===== config.mk =====
export PLATFORM = sky130hd
export DESIGN_NAME = ftmr_top
export DESIGN_NICKNAME = d
export VERILOG_FILES = /design/src/rtl/ftmr_pkg.sv /design/src/rtl/ftmr_prescaler.sv /design/src/rtl/ftmr_counter.sv /design/src/rtl/ftmr_regs.sv /design/src/rtl/ftmr_top.sv
export SDC_FILE = /design/constraint.sdc
export NUM_CORES = 1
export LEC_CHECK = 0
export BUFFER_PORTS_ARGS = -buffer_cell sky130_fd_sc_hd__buf_2
export CORE_MARGIN = 5
export CORE_UTILIZATION = 55
export CTS_CLUSTER_DIAMETER = 100
export DETAILED_ROUTE_END_ITERATION = 7
export PLACE_DENSITY = 0.76
export SLEW_MARGIN = 0
export SYNTH_ARGS = -nofsm -noshare
export SYNTH_HDL_FRONTEND = slang
export SYNTH_HIERARCHICAL = 1
export SYNTH_SLANG_ARGS = --single-unit

===== constraint.sdc =====
create_clock -name clk -period 6.7 [get_ports clk]
set_input_delay 1.34 -clock clk [delete_from_list [all_inputs] [get_ports clk]]
set_output_delay 1.34 -clock clk [all_outputs]
set_load 0.01 [all_outputs]

===== src/rtl/ftmr_pkg.sv =====
package ftmr_pkg;
  localparam int FT_SEL_W = 3;
  // control/status field positions; lane 0 holds bits 7:0, lane 1 bits 15:8
  localparam int FT_B_CLR  = 3;
  localparam int FT_B_MODE = 4;
  localparam int FT_B_STOP = 5;
  localparam int FT_B_OVIE = 6;
  localparam int FT_B_OVF  = 7;
  localparam int FT_B_CMIE = 8;
  localparam int FT_B_CMF  = 9;
  // word addresses
  localparam int FT_A_CTRL = 0;
  localparam int FT_A_CMP  = 1;
  localparam int FT_A_CNT  = 2;

  typedef struct packed {
    logic ovf;
    logic match;
  } ftmr_evt_t;
endpackage


===== src/rtl/ftmr_prescaler.sv =====
module ftmr_prescaler #(
  parameter int SEL_W = ftmr_pkg::FT_SEL_W
) (
  input  logic             clk,
  input  logic             rst,
  input  logic             restart,
  input  logic [SEL_W-1:0] sel,
  output logic             tick
);
  localparam int PRE_W = (1 << SEL_W) - 1;

  logic [PRE_W-1:0] pre_q;
  logic [PRE_W-1:0] mask;

  genvar g;
  generate
    for (g = 0; g < PRE_W; g++) begin : g_mask
      assign mask[g] = (int'(sel) > g);
    end
  endgenerate

  always_ff @(posedge clk) begin
    if (rst || restart) pre_q <= '0;
    else                pre_q <= pre_q + 1'b1;
  end

  assign tick = ((pre_q & mask) == mask);
endmodule


===== src/rtl/ftmr_counter.sv =====
module ftmr_counter #(
  parameter int CNT_W = 16
) (
  input  logic                 clk,
  input  logic                 rst,
  input  logic                 tick,
  input  logic                 run,
  input  logic                 mode,
  input  logic                 clr,
  input  logic [CNT_W-1:0]     cmp,
  output logic [CNT_W-1:0]     cnt,
  output ftmr_pkg::ftmr_evt_t  evt
);
  logic [CNT_W-1:0] cnt_q, cnt_n;

  always_comb begin
    cnt_n     = cnt_q;
    evt.ovf   = 1'b0;
    evt.match = 1'b0;
    if (clr) begin
      cnt_n = '0;
    end else if (tick && run) begin
      if (mode && (cnt_q == cmp)) begin
        cnt_n     = '0;
        evt.match = 1'b1;
      end else begin
        cnt_n   = cnt_q + 1'b1;
        evt.ovf = (cnt_q == '1);
      end
    end
  end

  always_ff @(posedge clk) begin
    if (rst) cnt_q <= '0;
    else     cnt_q <= cnt_n;
  end

  assign cnt = cnt_q;
endmodule


===== src/rtl/ftmr_regs.sv =====
module ftmr_regs #(
  parameter int CNT_W  = 16,
  parameter int SEL_W  = ftmr_pkg::FT_SEL_W,
  parameter int ADDR_W = 2
) (
  input  logic                clk,
  input  logic                rst,
  input  logic                bus_en,
  input  logic                bus_we,
  input  logic [ADDR_W-1:0]   bus_addr,
  input  logic [CNT_W/8-1:0]  bus_be,
  input  logic [CNT_W-1:0]    bus_wdata,
  input  logic [CNT_W-1:0]    cnt,
  input  ftmr_pkg::ftmr_evt_t evt,
  output logic [SEL_W-1:0]    sel_o,
  output logic                stop_o,
  output logic                mode_o,
  output logic                clr_o,
  output logic                restart_o,
  output logic [CNT_W-1:0]    cmp_o,
  output logic                ovf_flag_o,
  output logic                cmp_flag_o,
  output logic                ovf_ie_o,
  output logic                cmp_ie_o,
  output logic                irq_o,
  output logic [CNT_W-1:0]    rdata_o
);
  import ftmr_pkg::*;
  localparam int BE_W = CNT_W / 8;

  logic             wr_ctrl, wr_cmp, rd, lo_wr, hi_wr;
  logic [SEL_W-1:0] sel_q;
  logic             stop_q, mode_q, ovf_ie_q, cmp_ie_q, ovf_q, cmf_q, irq_q;
  logic             ovf_n, cmf_n, ovf_ie_n, cmp_ie_n;
  logic [CNT_W-1:0] cmp_q, rdata_q, ctrl_rd, rd_mux;

  assign wr_ctrl = bus_en && bus_we && (bus_addr == ADDR_W'(FT_A_CTRL));
  assign wr_cmp  = bus_en && bus_we && (bus_addr == ADDR_W'(FT_A_CMP)) && (&bus_be);
  assign rd      = bus_en && !bus_we;
  assign lo_wr   = wr_ctrl && bus_be[0];
  assign hi_wr   = wr_ctrl && bus_be[BE_W-1];

  assign clr_o     = lo_wr && bus_wdata[FT_B_CLR];
  assign restart_o = lo_wr;

  // event wins over a clearing write on the same edge
  always_comb begin
    ovf_n    = evt.ovf   || (ovf_q && !(lo_wr && !bus_wdata[FT_B_OVF]));
    cmf_n    = evt.match || (cmf_q && !(hi_wr && !bus_wdata[FT_B_CMF]));
    ovf_ie_n = lo_wr ? bus_wdata[FT_B_OVIE] : ovf_ie_q;
    cmp_ie_n = hi_wr ? bus_wdata[FT_B_CMIE] : cmp_ie_q;
  end

  always_comb begin
    ctrl_rd              = '0;
    ctrl_rd[SEL_W-1:0]   = sel_q;
    ctrl_rd[FT_B_MODE]   = mode_q;
    ctrl_rd[FT_B_STOP]   = stop_q;
    ctrl_rd[FT_B_OVIE]   = ovf_ie_q;
    ctrl_rd[FT_B_OVF]    = ovf_q;
    ctrl_rd[FT_B_CMIE]   = cmp_ie_q;
    ctrl_rd[FT_B_CMF]    = cmf_q;
    if (bus_addr == ADDR_W'(FT_A_CMP))      rd_mux = cmp_q;
    else if (bus_addr == ADDR_W'(FT_A_CNT)) rd_mux = cnt;
    else if (bus_addr == ADDR_W'(FT_A_CTRL)) rd_mux = ctrl_rd;
    else                                    rd_mux = '0;
  end

  always_ff @(posedge clk) begin
    if (rst) begin
      sel_q    <= '0;
      stop_q   <= 1'b1;
      mode_q   <= 1'b0;
      ovf_ie_q <= 1'b0;
      cmp_ie_q <= 1'b0;
      ovf_q    <= 1'b0;
      cmf_q    <= 1'b0;
      irq_q    <= 1'b0;
      rdata_q  <= '0;
    end else begin
      if (lo_wr) begin
        sel_q  <= bus_wdata[SEL_W-1:0];
        mode_q <= bus_wdata[FT_B_MODE];
        stop_q <= bus_wdata[FT_B_STOP];
      end
      ovf_ie_q <= ovf_ie_n;
      cmp_ie_q <= cmp_ie_n;
      ovf_q    <= ovf_n;
      cmf_q    <= cmf_n;
      irq_q    <= (ovf_n && ovf_ie_n) || (cmf_n && cmp_ie_n);
      if (rd) rdata_q <= rd_mux;
    end
  end

  // compare value has no reset: software loads it before use
  always_ff @(posedge clk) begin
    if (wr_cmp) cmp_q <= bus_wdata;
  end

  assign sel_o      = sel_q;
  assign stop_o     = stop_q;
  assign mode_o     = mode_q;
  assign cmp_o      = cmp_q;
  assign ovf_flag_o = ovf_q;
  assign cmp_flag_o = cmf_q;
  assign ovf_ie_o   = ovf_ie_q;
  assign cmp_ie_o   = cmp_ie_q;
  assign irq_o      = irq_q;
  assign rdata_o    = rdata_q;
endmodule


===== src/rtl/ftmr_top.sv =====
module ftmr_top #(
  parameter int CNT_W  = 16,
  parameter int SEL_W  = ftmr_pkg::FT_SEL_W,
  parameter int ADDR_W = 2
) (
  input  logic               clk,
  input  logic               rst,
  input  logic               bus_en,
  input  logic               bus_we,
  input  logic [ADDR_W-1:0]  bus_addr,
  input  logic [CNT_W/8-1:0] bus_be,
  input  logic [CNT_W-1:0]   bus_wdata,
  output logic [CNT_W-1:0]   bus_rdata,
  output logic               irq
);
  logic [SEL_W-1:0]    sel_w;
  logic                stop_w, mode_w, clr_w, restart_w, tick_w;
  logic                ovf_flag_w, cmp_flag_w, ovf_ie_w, cmp_ie_w;
  logic [CNT_W-1:0]    cnt_w, cmp_w;
  ftmr_pkg::ftmr_evt_t evt_w;

  ftmr_prescaler #(.SEL_W(SEL_W)) u_pre (
    .clk(clk), .rst(rst), .restart(restart_w), .sel(sel_w), .tick(tick_w)
  );

  ftmr_counter #(.CNT_W(CNT_W)) u_cnt (
    .clk(clk), .rst(rst), .tick(tick_w), .run(!stop_w), .mode(mode_w),
    .clr(clr_w), .cmp(cmp_w), .cnt(cnt_w), .evt(evt_w)
  );

  ftmr_regs #(.CNT_W(CNT_W), .SEL_W(SEL_W), .ADDR_W(ADDR_W)) u_regs (
    .clk(clk), .rst(rst), .bus_en(bus_en), .bus_we(bus_we),
    .bus_addr(bus_addr), .bus_be(bus_be), .bus_wdata(bus_wdata),
    .cnt(cnt_w), .evt(evt_w), .sel_o(sel_w), .stop_o(stop_w),
    .mode_o(mode_w), .clr_o(clr_w), .restart_o(restart_w), .cmp_o(cmp_w),
    .ovf_flag_o(ovf_flag_w), .cmp_flag_o(cmp_flag_w),
    .ovf_ie_o(ovf_ie_w), .cmp_ie_o(cmp_ie_w), .irq_o(irq),
    .rdata_o(bus_rdata)
  );
endmodule


-- After elaboration in Yosys (flattened, before gate mapping)
Index checks and enable logic that the tools add are counted.
- bits in registers: 65
- bits in latches: 0
- RAM bits: 0
- ROM bits: 0
- bits of input ports: 24
- output and inout port bits: 17
- logic and storage cells: 66
- memories: 0
- $add $sub $neg: 2
- $mul: 0
- divide/modulo/power cells: 0
- magnitude comparators: 7
- eq/ne operators: 5
- shift-type cells: 0
- multiplexer cells: 10
- bitwise logic cells: 1
- reduce and logical (&&, ||, !) cells: 29
- operators by type and width (operator ; number):
    $mux W16 ; 3
    $add A16 B1 Y16 const B ; 1
    $eq A16 B16 Y1 ; 1
    $eq A16 B16 Y1 const B ; 1
    $logic_and A1 B1 Y1 ; 16
    $mux W10 ; 1
    $gt A3 B3 Y1 const B ; 3
    $add A7 B1 Y7 const B ; 1
    $and A7 B7 Y7 ; 1
    $eq A7 B7 Y1 ; 1
    $gt A3 B1 Y1 const B ; 2
    $gt A3 B2 Y1 const B ; 2
    $logic_not A1 Y1 ; 6
    $logic_or A1 B1 Y1 ; 4
    $mux W1 ; 4
    $mux W2 ; 2
    $eq A2 B1 Y1 const B ; 1
    $eq A2 B2 Y1 const B ; 1
    $logic_not A2 Y1 ; 1
    $reduce_and A2 Y1 ; 1
    $reduce_or A2 Y1 ; 1

-- Logic depth before layout (Yosys ltp)
Gate-level depths: netlist of run 1.
- depth in word-level cells: 9
- gate-level depth with buffers: 11

-- Hierarchy
Netlist of run 1, hierarchy kept.
- modules (own cells, without submodules) (module ; instances ; cells each ; area an instance (um^2) ; seq. area each (um^2)):
    ftmr_regs ; 1 ; 156 ; 1860.5 ; 1001.0
    ftmr_counter ; 1 ; 120 ; 989.7 ; 320.3
    ftmr_prescaler ; 1 ; 39 ; 332.8 ; 140.1
    ftmr_top ; 1 ; 1 ; 3.8 ; 0.0

-- Worst setup path before layout of run 1
Ideal clock, no wire load.
- path type: in2reg
- from: in bus_addr[0]
- to: reg u_regs.cmp_q[0], in the netlist u_regs/cmp_o[0] (enable)
- arrival: 2418 ps
- required time: 6312 ps
- slack: 3893 ps
- stages on the path: 4
- path buffers: 1
- cells stage by stage: nor2b_1 -> buf_2 -> nand2_1 -> nor2_1
- word-level cells in the longest chain between the ends: 3
- RTL lines (what ; line ; text):
    start: declaration ; ftmr_top.sv:10 ; input logic [ADDR_W-1:0] bus_addr,
    $eq A2 B1 Y1 ; ftmr_regs.sv:38 ; assign wr_cmp = bus_en && bus_we && (bus_addr == ADDR_W'(FT_A_CMP)) && (&bus_be);
    $logic_and A1 B1 Y1 (2 in series) ; ftmr_regs.sv:38 ;
    via u_regs.wr_cmp ; ftmr_regs.sv:31 ; logic wr_ctrl, wr_cmp, rd, lo_wr, hi_wr;
    end signal: assignment ; ftmr_regs.sv:97 ; if (wr_cmp) cmp_q <= bus_wdata;
    end: declaration ; ftmr_regs.sv:35 ; logic [CNT_W-1:0] cmp_q, rdata_q, ctrl_rd, rd_mux;
The timed path passes the listed nets, and every way through them passes these cells.
A chain may end at the register's enable or synchronous reset.

-- Final worst setup path of run 1
- from: in bus_addr[0]
- to: reg u_regs.cmp_q[8], in the netlist u_regs/cmp_o[8] (enable)
Same word-level chain as after synthesis.

==> results of run 1 <==
per-stage QoR:
stage | cell area (sq um) | power (mW) | hold WS [ns] | cells
after floorplan | 3190 | 0.470 | 0.445 | 316
after global placement | 3380 | 0.488 | 0.469 | 413
final | 3580 | 0.800 | 0.486 | 429
after detailed placement | 3380 | 0.489 | 0.475 | 413
after global routing | 3580 | 0.831 | 0.519 | 429
after CTS | 3580 | 0.807 | 0.491 | 429
layout by cell type, fill, tap and decap left out, types with 2 or more instances in the layout:
master	count
nor2_1	55
dfxtp_1	49
buf_2	40
xor2_1	19
a211oi_2	16
edfxtp_1	16
mux2i_1	15
nand3_1	14
nand2_1	13
clkbuf_8	11
xnor2_1	11
a21oi_1	9
a22oi_2	7
o21ai_0	6
nor3_1	5
nor2_2	5
inv_1	4
nor4_1	4
nand4_1	4
and2_1	4
nand2b_1	4
nor2b_1	4
and4_1	3
or3_1	3
a21oi_2	3
buf_4	3
clkbuf_1	2
clkinv_2	2
and3_1	2
ha_1	2
a211o_1	2
critical path, cell delays in order:
cell,delay [ns]
buf_2,0.30
nor2b_1,0.73
nand2_1,0.11
nor2_1,0.51
buf_4,0.32
worst paths after layout:
kind	from	end	slack (ns)	cells after the start
setup / recovery	bus_addr[0]	u_regs/cmp_o[8]	3.42	5
hold / removal	u_pre/pre_q[6]	u_pre/pre_q[6]	0.49	2
setup reg to reg	u_pre/pre_q[0]	u_regs/irq_o	3.60	11
hold reg to reg	u_pre/pre_q[6]	u_pre/pre_q[6]	0.49	2
registers in the layout, indices dropped and copies added (netlist names):
signal,flops
u_regs/ovf_flag_o,1
u_regs/stop_o,1
u_regs/sel_o,3
u_regs/mode_o,1
u_cnt/cnt,16
u_pre/pre_q,7
u_regs/ovf_ie_o,1
u_regs/irq_o,1
u_regs/cmp_flag_o,1
u_regs/rdata_o,16
u_regs/cmp_ie_o,1
u_regs/cmp_o,16
routing by layer:
metal	GRT usage, %	wire length (um)
met5	0	0
met4	8.63	116
met3	6.24	398
met2	33.7	3420
met1	24.3	3080
logic make-up (layout without fill, tap and decap cells):
| logic type | Yosys count | count (layout) |
|---|---|---|
| simple gates | 131 | 131 |
| mux | 15 | 15 |
| buf+inv | 23 | 64 |
| xor+xnor | 30 | 30 |
| fa+ha+maj | 2 | 2 |
| flops | 65 | 65 |
| compound gates | 50 | 50 |
layout make-up:
type                            instances  area share (%)
Clock buffer                           14            5.14
Multi-Input combinational cell        228            44.5
Inverter                                5           0.524
Sequential cell                        65            40.8
Timing Repair Buffer                   43            6.22
Tap cell                               72            2.52
Clock inverter                          2           0.280
power by group:
part           internal (mW)  leakage (nW)  total (mW)  switching, mW
sequential             0.411         0.542       0.417        0.00658
combinational         0.0253         0.747      0.0628         0.0375
clock                  0.176         0.102       0.319          0.143
total                  0.612          1.39       0.799          0.187
synthesized netlist by cell type, drive strengths merged:
library cell / n
and4: 3
nand4: 6
a211o: 2
xor2: 19
ha: 2
nor3: 6
nand4bb: 1
edfxtp: 16
nor2b: 5
or3: 3
nand3: 15
mux2i: 15
xnor2: 11
and2: 4
clkbuf: 7
o31ai: 2
and3: 3
o21ai: 8
nor4b: 1
a22oi: 7
nor2: 60
buf: 11
or2: 2
dfxtp: 49
a311oi: 1
inv: 5
nand2b: 4
o2bb2ai: 1
nor4: 5
a21oi: 12
nand2: 13
a211oi: 17
==> results.cfg, run 1 <==
[run_status]
status = finished, final reports clean

[floorplanning]
dieHeight_um = 86.1
coreArea_sq_mm = 0.00557
die_area_sq_mm = 0.00742
start_util_pct = 57.2
rows = 27
die_w_um = 86.1
io_pins = 41

[synthesis]
yosys_warnings = 6
synth_top_cell_area_share_pct = 30.8
synth_seq_area_share_pct = 45.9
ys_seq_elements = 65
synthSimpleGateAreaFrac_pct = 21.5
syn_nets = 342
netlist_area_sq_mm = 0.00319
yosys.area.top_type = dfxtp_1
synthMuxAreaShare_pct = 4.71
synth_area_per_cell_sq_um = 10.1
synth_cells = 316
synth_xor_area_share_pct = 8.24
synth_compound_area_share_pct = 14.6
yosys-top-cells-area = dfxtp_1, edfxtp_1, nor2_1
yosys.area_share.adder_pct = 0.785
synth_top_family_by_area = simple AND/OR/NAND/NOR gates
ys_types = 51

[placed_design]
hpwl_um = 5130
port_buffers = 40
dp_worst_setup_slack_ns = 3.12
gp_congestion = 0.829

[setup_path]
crit_required_ns = 6.74
critical_path.startpoint_type = primary input
endpoint_kind = flip-flop
cp_max_fo = 13
cp.arrival_ns = 3.32
crit_type = primary input to flip-flop

[drt]
via_per_inst = 5.59
antenna_left = 0
dr.pass1.iters = 5
wl_per_cell_um = 16.3
drt-total-wl_um = 7010
drt_iter0_markers = 143
route.detailed.drc = 0
vias = 2399

[clock_tree]
cts.sinks = 65
cts_tree = done
ctsResizeCount = 0
clkTransAtPathRegs_ns = 0.07
cts-buffers-inserted = 9
clkLatencyLatePin_ns = 0.34
cts-htree-levels = 3
cts_buffer_depth = 2
root_buffer = clkbuf_8
cts_setup_buffers = 0
cts.hold.buffers_added = 0

[sta]
fin_crit_sh_pct = 48.9
grt_setup_unrepaired = false
tightest_slew_ns = 0.846
maxSlewHeadroom_pct = 43.5
skew_ns = 0.00569
period_needed_ns = 3.28
final_hold_viol_count = 0
fmax_mhz = 305
fin_ws_ns = 3.42
finalSetupViolCount = 0
setup_tns_ns = 0
drv_slew = 0

[final_layout]
area_growth_pct = 12.3
regArea_sq_mm = 0.00146
fillers = 458
drive_gt1_share_pct = 27.7
final_util_pct = 64.2
nets = 378
multi_input_area_sq_mm = 0.00159
n_antenna_cell = 0

[flow_run]
cap_viol_max_count = 0

[grt]
grt_max_degree = 31
grt_pass1_wl_um = 11700
antenna_found_initial = 0
grt_usage_pct = 20.3
first_global_vias = 2364
overflow = 0

[pwr]
pwr_density_cell_mw_per_mm2 = 223
irDropWorstVdd_v = 0.000164
power.leakage_nw = 1.39

[min_path]
hold_path_class = flip-flop to flip-flop
Power figures use the tool's default switching activity.
==> run 2: changes to the inputs <==
--- a/config.mk
+++ b/config.mk
@@ -7,7 +7,7 @@
 export LEC_CHECK = 0
 export BUFFER_PORTS_ARGS = -buffer_cell sky130_fd_sc_hd__buf_2
 export CORE_MARGIN = 5
-export CORE_UTILIZATION = 55
+export CORE_UTILIZATION = 52
 export CTS_CLUSTER_DIAMETER = 100
 export DETAILED_ROUTE_END_ITERATION = 7
 export PLACE_DENSITY = 0.76
==> constraint.sdc (replaced) <==
create_clock -name clk -period 2.6 [get_ports clk]
set_input_delay 0.52 -clock clk [delete_from_list [all_inputs] [get_ports clk]]
set_output_delay 0.52 -clock clk [all_outputs]
set_load 0.01 [all_outputs]
==> results.cfg, run 2 (synthesized netlist as in run 1, its figures left out) <==
[setup_path]
cp_max_fo = 4
crit_required_ns = 2.87
endpoint_kind = flip-flop
crit_type = flip-flop to flip-flop
cp.arrival_ns = 2.62
critical_path.startpoint_type = flip-flop

[drt]
antenna_left = 0
drt-total-wl_um = 7230
via_per_inst = 5.50
drt_iter0_markers = 165
dr.pass1.iters = 4
route.detailed.drc = 0
vias = 2432
wl_per_cell_um = 16.4

[floorplanning]
io_pins = 41
die_area_sq_mm = 0.00779
die_w_um = 88.3
rows = 28
start_util_pct = 53.5
coreArea_sq_mm = 0.00596
dieHeight_um = 88.3

[clock_tree]
clkLatencyLatePin_ns = 0.35
cts_buffer_depth = 2
cts_setup_buffers = 0
cts-htree-levels = 3
cts.sinks = 65
clkTransAtPathRegs_ns = 0.07
cts_tree = done
cts-buffers-inserted = 9
root_buffer = clkbuf_8

[placed_design]
hpwl_um = 5220
port_buffers = 40
gp_congestion = 0.824
dp.cells = 426

[sta]
drv_slew = 0
fin_crit_sh_pct = 90.3
finalSetupViolCount = 0
period_needed_ns = 2.35
maxSlewHeadroom_pct = 51.7
holdWs_ns = 0.352
fmax_mhz = 426
skew_ns = 0.00972
final_hold_viol_count = 0
setup_tns_ns = 0
tightest_slew_ns = 0.724

[pwr]
irDropWorstVdd_v = 0.000360
pwr_density_cell_mw_per_mm2 = 561
power_mw = 2.06
power.leakage_nw = 1.44

[final_layout]
final_cell_mix = nor2_1, dfxtp_1, buf_2
final_common_cell = nor2_1
fillers = 509
area_growth_pct = 15.1
n_antenna_cell = 0
drive_gt1_share_pct = 30.2
nets = 388
multi_input_area_sq_mm = 0.00162
regArea_sq_mm = 0.00146
final_cells = 442

[grt]
grt_usage_pct = 20.1
overflow = 0
grt_pass1_wl_um = 11700
antenna_found_initial = 0
first_global_vias = 2413
grt_max_degree = 33

[flow_run]
cap_viol_max_count = 0

[run_status]
status = finished, final reports clean

[min_path]
hold_path_class = primary input to flip-flop
==> run 2: cell type report <==
cell class	instances	area share [%]
Multi-Input combinational cell	228	44.1
Sequential cell	65	39.8
Timing Repair Buffer	53	8.12
Clock buffer	12	3.68
Tap cell	75	2.56
Clock inverter	4	1.23
Inverter	5	0.512
==> run 2: worst max-delay path: stages (launching register included) <==
cell       delay, ns
dfxtp_1         0.38
and4_1          0.25
o21ai_1         0.10
a211oi_2        0.25
nand3_1         0.15
nor3_2          0.23
nand3_1         0.19
nor4b_4         0.31
nor2_1          0.06
nor2_1          0.11
o31ai_2         0.09
o2bb2ai_1       0.15
==> run 2: path summary, 6_finish.rpt <==
kind	cells past startpoint	slack, ns	from	end
worst max-delay path	11	0.25	u_pre/pre_q[1]	u_regs/irq_o
worst min-delay path	1	0.35	bus_wdata[14]	u_regs/cmp_o[14]
worst max register to register	11	0.25	u_pre/pre_q[1]	u_regs/irq_o
worst min register to register	2	0.50	u_pre/pre_q[6]	u_pre/pre_q[6]
==> run 2: metal layers <==
metal	vias to the layer above	global-route usage (%)	share of wire, %
met4	0	5.77	0.84
li1	1203	-	-
met5	-	0	0
met1	1167	25.3	44
met2	58	32.8	49
met3	4	7.26	6.4
==> run 2: through the flow <==
| stage | setup slack [ns] | util (%) | instance area (sq um) |
|---|---|---|---|
| after floorplan | 0.266 | - | 3190 |
| after global placement | 0.202 | 58.2 | 3460 |
| after detailed placement | 0.0877 | 58.2 | 3460 |
| after CTS | 0.0621 | 61.2 | 3640 |
| after global routing | -0.0349 | 61.6 | 3670 |
| final | 0.253 | 61.6 | 3670 |
==> run 2: where the power goes <==
part | leakage [nW] | total (mW) | internal (mW) | switching [mW]
Sequential | 0.542 | 1.07 | 1.06 | 0.0154
Combinational | 0.807 | 0.174 | 0.0707 | 0.103
Clock | 0.0941 | 0.810 | 0.439 | 0.371
==> run 2: timing repair <==
item / in CTS / in global routing
resized for setup: 0 / 4
hold buffers: 0 / 0
endpoints found under the setup margin: 0 / 2
==> run 3: changes to the inputs <==
--- a/config.mk
+++ b/config.mk
@@ -5,12 +5,12 @@
 export SDC_FILE = /design/constraint.sdc
 export NUM_CORES = 1
 export LEC_CHECK = 0
-export BUFFER_PORTS_ARGS = -buffer_cell sky130_fd_sc_hd__buf_2
 export CORE_MARGIN = 5
-export CORE_UTILIZATION = 52
+export CORE_UTILIZATION = 55
 export CTS_CLUSTER_DIAMETER = 100
 export DETAILED_ROUTE_END_ITERATION = 7
-export PLACE_DENSITY = 0.76
+export DONT_BUFFER_PORTS = 1
+export PLACE_DENSITY = 0.73
 export SLEW_MARGIN = 0
 export SYNTH_ARGS = -nofsm -noshare
 export SYNTH_HDL_FRONTEND = slang
==> results.cfg, run 3 (synthesized netlist as in run 1, its figures left out) <==
[flow_run]
cap_viol_max_count = 0

[grt]
first_global_vias = 2249
grt_max_degree = 31
grt_pass1_wl_um = 11400
met2_usage_pct = 33.1
gr-max-usage-layer = met2
overflow = 0
antenna_found_initial = 0
grt_usage_pct = 20.2
grt_util_met1_pct = 24.6
grtUsageMet3_pct = 6.05

[final_layout]
final_common_cell = nor2_1
fillers = 459
area_growth_pct = 9.27
design_area_sq_mm = 0.00348
nets = 345
drive_gt1_share_pct = 21.3
final_cell_mix = nor2_1, dfxtp_1, xor2_1
final_util_pct = 62.5
n_antenna_cell = 0

[placed_design]
place_area_sq_mm = 0.00324
port_buffers = 0
hpwl_um = 4980
dp_worst_setup_slack_ns = -0.00584
gp_congestion = 0.859

[setup_path]
r2r-end = u_regs/irq_o
reg2reg_depth = 11
crit_type = flip-flop to flip-flop
endpoint_kind = flip-flop
r2r_start = u_pre/pre_q[2]
cp_max_fo = 5
r2r_setup_slack_ns = 0.18
critical_path.startpoint_type = flip-flop
cp.arrival_ns = 2.69
crit_required_ns = 2.87

[floorplanning]
coreArea_sq_mm = 0.00557
dieHeight_um = 86.1
start_util_pct = 57.2
die_area_sq_mm = 0.00742
io_pins = 41
rows = 27
die_w_um = 86.1

[clock_tree]
cts.sinks = 65
clkLatencyLatePin_ns = 0.34
cts_tree = done
cts-buffers-inserted = 9
cts-htree-levels = 3
cts.hold.buffers_added = 0
cts_buffer_depth = 2
root_buffer = clkbuf_8
clkTransAtPathRegs_ns = 0.07

[sta]
fin_crit_sh_pct = 93.1
finalSetupViolCount = 0
maxSlewHeadroom_pct = 74.0
tightest_slew_ns = 0.387
grt_setup_unrepaired = false
fmax_mhz = 413
fin_ws_ns = 0.180
skew_ns = 0.00950
drv_slew = 0
setup_tns_ns = 0
final_hold_viol_count = 0
period_needed_ns = 2.42

[min_path]
worstHoldStart = rst
hold_path_class = primary input to flip-flop
hold_end = u_regs/sel_o[2]
min_delay_path_depth = 1

[pwr]
power.leakage_nw = 1.26
irDropWorstVdd_v = 0.000458
power_mw = 2.14
pwr_density_cell_mw_per_mm2 = 614

[drt]
dr.pass1.iters = 5
drt_iter0_markers = 218
vias = 2253
route.detailed.drc = 0
via_per_inst = 5.69
drt-total-wl_um = 6960
wl_per_cell_um = 17.6
antenna_left = 0

[run_status]
status = finished, final reports clean
## run 3: cell types whose count changed in the layout (fill, tap and decap cells not counted)
cell        delta
bufinv_16      +1
clkinv_1       +1
clkbuf_8       +1
buf_2         -40
clkbuf_1       -2
clkinv_2       -3
clkinvlp_4     +2
buf_4          -3
## run 3: critical path, stage by stage, from the launching register on
cell,delay (ns)
dfxtp_1,0.41
and4_1,0.24
o21ai_1,0.10
a211oi_2,0.32
nand3_1,0.14
nor3_2,0.21
nand3_1,0.19
nor4b_4,0.33
nor2_1,0.07
nor2_1,0.11
o31ai_2,0.09
o2bb2ai_1,0.14
## run 3: area by class of cell
| cell class | instances | area [sq um] | area share (%) |
|---|---|---|---|
| Clock buffer | 11 | 141 | 4.06 |
| Clock inverter | 5 | 78.8 | 2.26 |
| Inverter | 5 | 18.8 | 0.539 |
| Multi-Input combinational cell | 228 | 1620 | 46.4 |
| Sequential cell | 65 | 1460 | 42.0 |
| Tap cell | 72 | 90.1 | 2.59 |
| Timing Repair Buffer | 10 | 75.1 | 2.16 |
## run 3: worst max-delay path by stage
stage	slack [ns]	to	start
final	0.18	u_regs/irq_o	u_pre/pre_q[2]
after global routing	0.03	u_regs/irq_o	u_pre/pre_q[2]
after CTS	0.07	u_regs/irq_o	u_pre/pre_q[2]
after detailed placement	-0.006	u_regs/irq_o	u_pre/pre_q[2]
after global placement	0.17	u_regs/irq_o	u_pre/pre_q[2]
after floorplan	0.27	u_regs/irq_o	u_pre/pre_q[0]
## run 3: metal layers
metal	vias up	routed length, um
li1	1121	-
met1	1079	3120
met2	45	3380
met3	8	351
met4	0	104
met5	-	0
## run 3: repair_timing
item	4_1_cts	5_1_grt
endpoints found under the setup margin	1	2
hold endpoints to repair	0	0
resized for setup	1	3
setup buffers	0	0
pin swaps	0	0
## run 3: report_power, final
part / internal, mW / switching [mW] / leakage [nW]
Sequential: 1.06 / 0.0264 / 0.542
Combinational: 0.0478 / 0.0619 / 0.615
Clock: 0.563 / 0.381 / 0.103
Total: 1.67 / 0.470 / 1.26
## run 3: through the flow
step | cells | hold slack [ns]
4_1_cts | 396 | 0.218
3_5_place_dp | 380 | 0.489
3_3_place_gp | 380 | 0.477
2_1_floorplan | 316 | 0.445
5_1_grt | 396 | 0.218
6_report | 396 | 0.258
